## src/rtl/shadow_xfer_pkg.sv

```systemverilog
package shadow_xfer_pkg;
  typedef enum logic [1:0] {
    XS_IDLE = 2'd0,
    XS_WAIT = 2'd1,
    XS_COPY = 2'd2
  } xfer_state_e;

  function automatic int vpos_idx(input int rows);
    return rows;
  endfunction
  function automatic int hpos_idx(input int rows);
    return rows + 1;
  endfunction
  function automatic int sctl_idx(input int rows);
    return rows + 2;
  endfunction
  function automatic int dout_idx(input int rows);
    return rows + 3;
  endfunction
endpackage

```

## src/rtl/vsync_edge_det.sv

```systemverilog
module vsync_edge_det #(
  parameter int STAGES = 2
) (
  input  logic clk_i,
  input  logic rst_ni,
  input  logic async_i,
  output logic pulse_o
);
  logic [STAGES:0] sync_q;

  always_ff @(posedge clk_i or negedge rst_ni) begin
    if (!rst_ni) sync_q <= '0;
    else         sync_q <= {sync_q[STAGES-1:0], async_i};
  end

  // rising edge of the synchronized level
  assign pulse_o = sync_q[STAGES-1] & ~sync_q[STAGES];
endmodule

```

## src/rtl/copy_engine.sv

```systemverilog
module copy_engine
  import shadow_xfer_pkg::*;
#(
  parameter int DEPTH = 16,
  parameter int DW    = 8,
  localparam int AW   = (DEPTH > 1) ? $clog2(DEPTH) : 1
) (
  input  logic          clk_i,
  input  logic          rst_ni,
  input  logic          vs_pulse_i,
  input  logic          ctl_we_i,
  input  logic          ctl_req_i,
  input  logic          ctl_mode_i,
  output logic          req_o,
  output logic          mode_o,
  output logic          copying_o,
  output logic [AW-1:0] copy_addr_o,
  input  logic          mram_we_i,
  input  logic [AW-1:0] mram_addr_i,
  input  logic [DW-1:0] mram_wdata_i,
  input  logic [AW-1:0] sram_raddr_i,
  output logic [DW-1:0] sram_rdata_o
);
  localparam logic [AW-1:0] LAST = AW'(DEPTH - 1);

  logic [DW-1:0] mst_mem [DEPTH];
  logic [DW-1:0] slv_mem [DEPTH];
  xfer_state_e   state_q;
  logic [AW-1:0] addr_q;
  logic          mode_q;
  logic [DW-1:0] rdata_q;

  always_ff @(posedge clk_i or negedge rst_ni) begin
    if (!rst_ni) begin
      state_q <= XS_IDLE;
      addr_q  <= '0;
      mode_q  <= 1'b0;
    end else begin
      if (ctl_we_i) mode_q <= ctl_mode_i;
      unique case (state_q)
        XS_IDLE: if (ctl_we_i && ctl_req_i) begin
          state_q <= ctl_mode_i ? XS_WAIT : XS_COPY;
          addr_q  <= '0;
        end
        XS_WAIT: begin
          // cancel beats a same-cycle sync event
          if (ctl_we_i && !ctl_req_i) state_q <= XS_IDLE;
          else if (vs_pulse_i) begin
            state_q <= XS_COPY;
            addr_q  <= '0;
          end
        end
        XS_COPY: begin
          if (addr_q == LAST) state_q <= XS_IDLE;
          else                addr_q  <= addr_q + 1'b1;
        end
        default: state_q <= XS_IDLE;
      endcase
    end
  end

  always_ff @(posedge clk_i) begin
    if (mram_we_i) mst_mem[mram_addr_i] <= mram_wdata_i;
  end

  always_ff @(posedge clk_i) begin
    if (state_q == XS_COPY) slv_mem[addr_q] <= mst_mem[addr_q];
  end

  always_ff @(posedge clk_i or negedge rst_ni) begin
    if (!rst_ni) rdata_q <= '0;
    else         rdata_q <= slv_mem[sram_raddr_i];
  end

  assign req_o        = (state_q != XS_IDLE);
  assign mode_o       = mode_q;
  assign copying_o    = (state_q == XS_COPY);
  assign copy_addr_o  = addr_q;
  assign sram_rdata_o = rdata_q;
endmodule

```

## src/rtl/reg_shadow.sv

```systemverilog
module reg_shadow #(
  parameter int          NREG      = 8,
  parameter int          RW        = 16,
  parameter int          SCTL_IDX  = 6,
  parameter int          DOUT_IDX  = 7,
  parameter logic [15:0] SCTL_MASK = 16'hDFFF,
  parameter logic [15:0] DOUT_MASK = 16'h0007,
  localparam int         SW        = (NREG > 1) ? $clog2(NREG) : 1
) (
  input  logic             clk_i,
  input  logic             rst_ni,
  input  logic             mode_i,
  input  logic             pulse_i,
  input  logic             we_i,
  input  logic [SW-1:0]    sel_i,
  input  logic [RW-1:0]    wdata_i,
  output logic [NREG*RW-1:0] disp_o
);
  for (genvar g = 0; g < NREG; g++) begin : g_reg
    // 1 = bit waits for the commit event in mode 1
    localparam logic [RW-1:0] SMASK = (g == SCTL_IDX) ? RW'(SCTL_MASK) :
                                      (g == DOUT_IDX) ? RW'(DOUT_MASK) : {RW{1'b1}};
    logic          hit;
    logic [RW-1:0] mst_q, dsp_q, dsp_d;

    assign hit = we_i && (sel_i == SW'(g));

    always_comb begin
      dsp_d = dsp_q;
      if (hit && !mode_i) begin
        dsp_d = wdata_i;
      end else begin
        if (pulse_i) dsp_d = (dsp_d & ~SMASK) | (mst_q & SMASK);
        if (hit)     dsp_d = (dsp_d & SMASK) | (wdata_i & ~SMASK);
      end
    end

    always_ff @(posedge clk_i or negedge rst_ni) begin
      if (!rst_ni) begin
        mst_q <= '0;
        dsp_q <= '0;
      end else begin
        if (hit) mst_q <= wdata_i;
        dsp_q <= dsp_d;
      end
    end

    assign disp_o[g*RW +: RW] = dsp_q;
  end
endmodule

```

## src/rtl/shadow_xfer_ctrl.sv

```systemverilog
module shadow_xfer_ctrl
  import shadow_xfer_pkg::*;
#(
  parameter int          DEPTH     = 16,
  parameter int          DW        = 8,
  parameter int          NUM_ROWS  = 4,
  parameter int          RW        = 16,
  parameter logic [15:0] SCTL_MASK = 16'hDFFF,
  parameter logic [15:0] DOUT_MASK = 16'h0007,
  localparam int         AW        = (DEPTH > 1) ? $clog2(DEPTH) : 1,
  localparam int         NREG      = NUM_ROWS + 4,
  localparam int         SW        = $clog2(NREG)
) (
  input  logic               clk_i,
  input  logic               rst_ni,
  input  logic               vsync_i,
  input  logic               ctl_we_i,
  input  logic               ctl_req_i,
  input  logic               ctl_mode_i,
  output logic               req_o,
  output logic               mode_o,
  input  logic               mram_we_i,
  input  logic [AW-1:0]      mram_addr_i,
  input  logic [DW-1:0]      mram_wdata_i,
  input  logic [AW-1:0]      sram_raddr_i,
  output logic [DW-1:0]      sram_rdata_o,
  input  logic               reg_we_i,
  input  logic [SW-1:0]      reg_sel_i,
  input  logic [RW-1:0]      reg_wdata_i,
  output logic [NREG*RW-1:0] disp_regs_o
);
  logic          vs_pulse;
  logic          copying;
  logic [AW-1:0] copy_addr;

  vsync_edge_det #(.STAGES(2)) u_vs (
    .clk_i   (clk_i),
    .rst_ni  (rst_ni),
    .async_i (vsync_i),
    .pulse_o (vs_pulse)
  );

  copy_engine #(.DEPTH(DEPTH), .DW(DW)) u_copy (
    .clk_i        (clk_i),
    .rst_ni       (rst_ni),
    .vs_pulse_i   (vs_pulse),
    .ctl_we_i     (ctl_we_i),
    .ctl_req_i    (ctl_req_i),
    .ctl_mode_i   (ctl_mode_i),
    .req_o        (req_o),
    .mode_o       (mode_o),
    .copying_o    (copying),
    .copy_addr_o  (copy_addr),
    .mram_we_i    (mram_we_i),
    .mram_addr_i  (mram_addr_i),
    .mram_wdata_i (mram_wdata_i),
    .sram_raddr_i (sram_raddr_i),
    .sram_rdata_o (sram_rdata_o)
  );

  reg_shadow #(
    .NREG      (NREG),
    .RW        (RW),
    .SCTL_IDX  (sctl_idx(NUM_ROWS)),
    .DOUT_IDX  (dout_idx(NUM_ROWS)),
    .SCTL_MASK (SCTL_MASK),
    .DOUT_MASK (DOUT_MASK)
  ) u_regs (
    .clk_i   (clk_i),
    .rst_ni  (rst_ni),
    .mode_i  (mode_o),
    .pulse_i (vs_pulse),
    .we_i    (reg_we_i),
    .sel_i   (reg_sel_i),
    .wdata_i (reg_wdata_i),
    .disp_o  (disp_regs_o)
  );
endmodule

```

## config.mk

```make
export PLATFORM = sky130hd
export DESIGN_NAME = shadow_xfer_ctrl
export DESIGN_NICKNAME = d
export VERILOG_FILES = /design/src/rtl/shadow_xfer_pkg.sv /design/src/rtl/vsync_edge_det.sv /design/src/rtl/copy_engine.sv /design/src/rtl/reg_shadow.sv /design/src/rtl/shadow_xfer_ctrl.sv
export SDC_FILE = /design/constraint.sdc
export NUM_CORES = 1
export LEC_CHECK = 0
export BUFFER_PORTS_ARGS = -buffer_cell sky130_fd_sc_hd__buf_2
export CORE_MARGIN = 5
export CORE_UTILIZATION = 55
export CTS_CLUSTER_SIZE = 10
export DETAILED_ROUTE_END_ITERATION = 12
export GPL_ROUTABILITY_DRIVEN = 0
export MAX_ROUTING_LAYER = met4
export PLACE_DENSITY = 0.81
export SETUP_SLACK_MARGIN = 0.1
export SLEW_MARGIN = 15
export SYNTH_ARGS = -nofsm -noshare
export SYNTH_HDL_FRONTEND = slang
export SYNTH_HIERARCHICAL = 1
export SYNTH_SLANG_ARGS = --single-unit
```

## constraint.sdc

```tcl
create_clock -name clk_i -period 2.51 [get_ports clk_i]
set_input_delay 0.251 -clock clk_i [delete_from_list [all_inputs] [get_ports clk_i]]
set_output_delay 0.251 -clock clk_i [all_outputs]
set_load 0.005 [all_outputs]
```

==> impl_metrics.ini <==
[sta]
fin_skew_ns = 0.0174
grt_setup_unrepaired = false
finalSetupViolCount = 0
period_share_pct = 91.3
max-slew-margin-rel_pct = 41.9
worstMarginPinSlew_ns = 0.871
hold_viol = 0
max_freq_ghz = 0.436
finalCriticalPeriod_ns = 2.29
maxSlewViolCount = 0
hold_ws_ns = 0.0338
setup-tns-final_ns = 0

[route]
dr.pass1.iters = 6
wl_met3_mm = 2.90
routed_wl_mm = 48.1
via_per_inst = 5.88
routed-via-count = 11600
met1_length_mm = 19.5
top_layer_used = met4
drt_iter0_drc = 888
ant_nets = 0
route.met2.wl_mm = 24.1
routedWlPerCell_um = 24.5
drc = 0

[power_and_ir_drop]
vdd_drop_max_uv = 560
p_sw_w = 0.00653
pwr-share-clk_pct = 30.5
p_leak_nw = 9.68
p_per_area_mw_per_mm2 = 994
swShare_pct = 26.7
p_int_w = 0.0179
pwr-share-seq_pct = 48.2
power.share.combinational_pct = 21.3
p_total_w = 0.0244

[setup_path]
end_kind = flip-flop
cp-start-kind = flip-flop
startpoint = u_copy/copy_addr_o[0]
required_ns = 2.68
path_class = flip-flop to flip-flop
cp.arrival_ns = 2.46
cp_max_fo = 16
reg2reg_from = u_copy/copy_addr_o[0]

[layout]
final_cell_mix = mux2_2, dfrtp_1, edfxtp_1
layout_commonest_cell = mux2_2
final_core_util_pct = 64.0
areaGrowthSynthToFinish_pct = 15.9
layout-drive-gt1-share_pct = 47.1
nets = 1460

[clocking]
clkLatencyLatePin_ns = 0.59
clock_path_buffers = 3
cts_buffers = 58
cts.sinks = 516
cts-root-buf = clkbuf_16
h-tree-depth = 2
cts_tree = built
path_clk_slew_ns = 0.05

[floorplanning]
rows = 72
die_y_um = 206
initial_core_util_pct = 55.2
die_x_um = 206
coreArea_mm2 = 0.0384
ios = 181
die_area_mm2 = 0.0426

[global_route]
antenna_found_initial = 1
overflow = 0
grt_start_max_net_pins = 75
grt_usage_pct = 23.2
grt_pass1_vias = 12200
grt_pass1_wl_mm = 72.7

[synth]
synth_nets = 1237
synth.distinct_cells = 51
postSynthCellCount = 1190
synthFlopType = dfrtp_1
synth_top_area_share_pct = 36.3
synth-edff-count = 256
yosysWarnings = 6
synth_top_area_cell = edfxtp_1
seq_area_frac_synth_pct = 66.9
syn-cell-area_mm2 = 0.0212
synth_seq_cells = 516
synth_area_leaders = edfxtp_1, dfrtp_1, mux2_2
syn_area_per_cell_um2 = 17.8
synth-async-reset-ratio_pct = 50.4

[worst_hold_path]
min-delay-start = mram_wdata_i[4]
hp-class = primary input to flip-flop

[placed_design]
hpwl_mm = 30.1
port_buffers = 180

[run_status]
status = finished clean

[job]
maxCapViolCount = 0
-- layout make-up --
class                   count  area [um^2]
flip-flops and latches    516        14200
fillers                  2675        13800
multi-input cells         587         6550
clock buffers              90         1620
repair buffers            243         1520
well taps                 518          648
inverters                   7         26.3
clock inverters             2         12.5
diodes                      1         2.50
-- cell families (layout without fill, tap and decap cells) --
| family | Yosys count | count (layout) | share of synthesized area, % |
|---|---|---|---|
| simple gates | 115 | 115 | 3.23 |
| flops | 516 | 516 | 66.9 |
| xor+xnor | 2 | 2 | 0.0826 |
| fa+ha+maj | 4 | 4 | 0.236 |
| mux | 407 | 407 | 25.4 |
| buf+inv | 87 | 342 | 2.23 |
| other cells | 0 | 1 | 0 |
| compound gates | 59 | 59 | 1.86 |
-- layer usage --
metal	GRT usage, %	up-vias
li1	-	5026
met1	30.2	6029
met2	37.7	406
met3	3.97	89
met4	7.87	0
met5	-	-
-- power groups by stage --
stage	Sequential, W	Clock, W	Combinational [W]
2_1_floorplan	0.0117	0	0.00329
3_3_place_gp	0.0118	0	0.00492
3_5_place_dp	0.0119	0	0.00515
4_1_cts	0.0118	0.00763	0.00524
5_1_grt	0.0119	0.00801	0.00563
6_report	0.0118	0.00745	0.00521
-- synth_stat cells, types with 14 or more instances --
cell,count
o21ai_0,14
nand2_1,20
edfxtp_1,256
and2_1,18
mux2i_1,17
nor2_1,15
mux2_2,306
dfrtp_1,260
clkbuf_1,29
nand4_1,16
mux4_1,18
a22oi_1,32
buf_2,22
mux4_2,46
-- final timing paths --
kind                                              to  slack [ns]  cells after the start
max                             u_copy/slv_mem[4][4]        0.22                      4
min                             u_copy/mst_mem[3][4]        0.03                      1
max reg2reg                     u_copy/slv_mem[4][4]        0.22                      4
min reg2reg                           u_vs/sync_q[1]        0.37                      0
max in group asynchronous  u_regs/g_reg[6].dsp_q[15]        1.48                      3
min in group asynchronous  u_regs/g_reg[2].dsp_q[10]        0.23                      2
-- repair_timing --
action                                  in CTS  in global routing
endpoints found under the setup margin       0                 32
setup buffers                                0                  0
resized for setup                            0                  2
endpoints found under the hold margin       90                  0
hold buffers                                 6                  0
-- registers in the layout, summed over array words and instances (netlist names) --
signal	count
u_regs/g.mst_q	114
u_copy/slv_mem	128
u_copy/sram_rdata_o	8
u_copy/state_q	2
u_copy/copy_addr_o	4
u_vs/sync_q	3
u_copy/mode_o	1
u_copy/mst_mem	128
u_regs/g.dsp_q	128
-- metrics by stage --
step	instances	instance area, um^2	setup slack (ns)
global placement	1865	22900	0.319
finish	1964	24600	0.218
floorplan	1190	21200	0.532
detailed placement	1865	22900	0.253
CTS	1963	24600	0.224
global route	1964	24600	0.125
-- critical path, stage by stage, from the launching register on --
cell     delay (ns)
dfrtp_2        0.47
buf_12         0.19
mux4_1         0.56
a22oi_1        0.22
nand2_1        0.42
(Power assumes the default switching activity.)
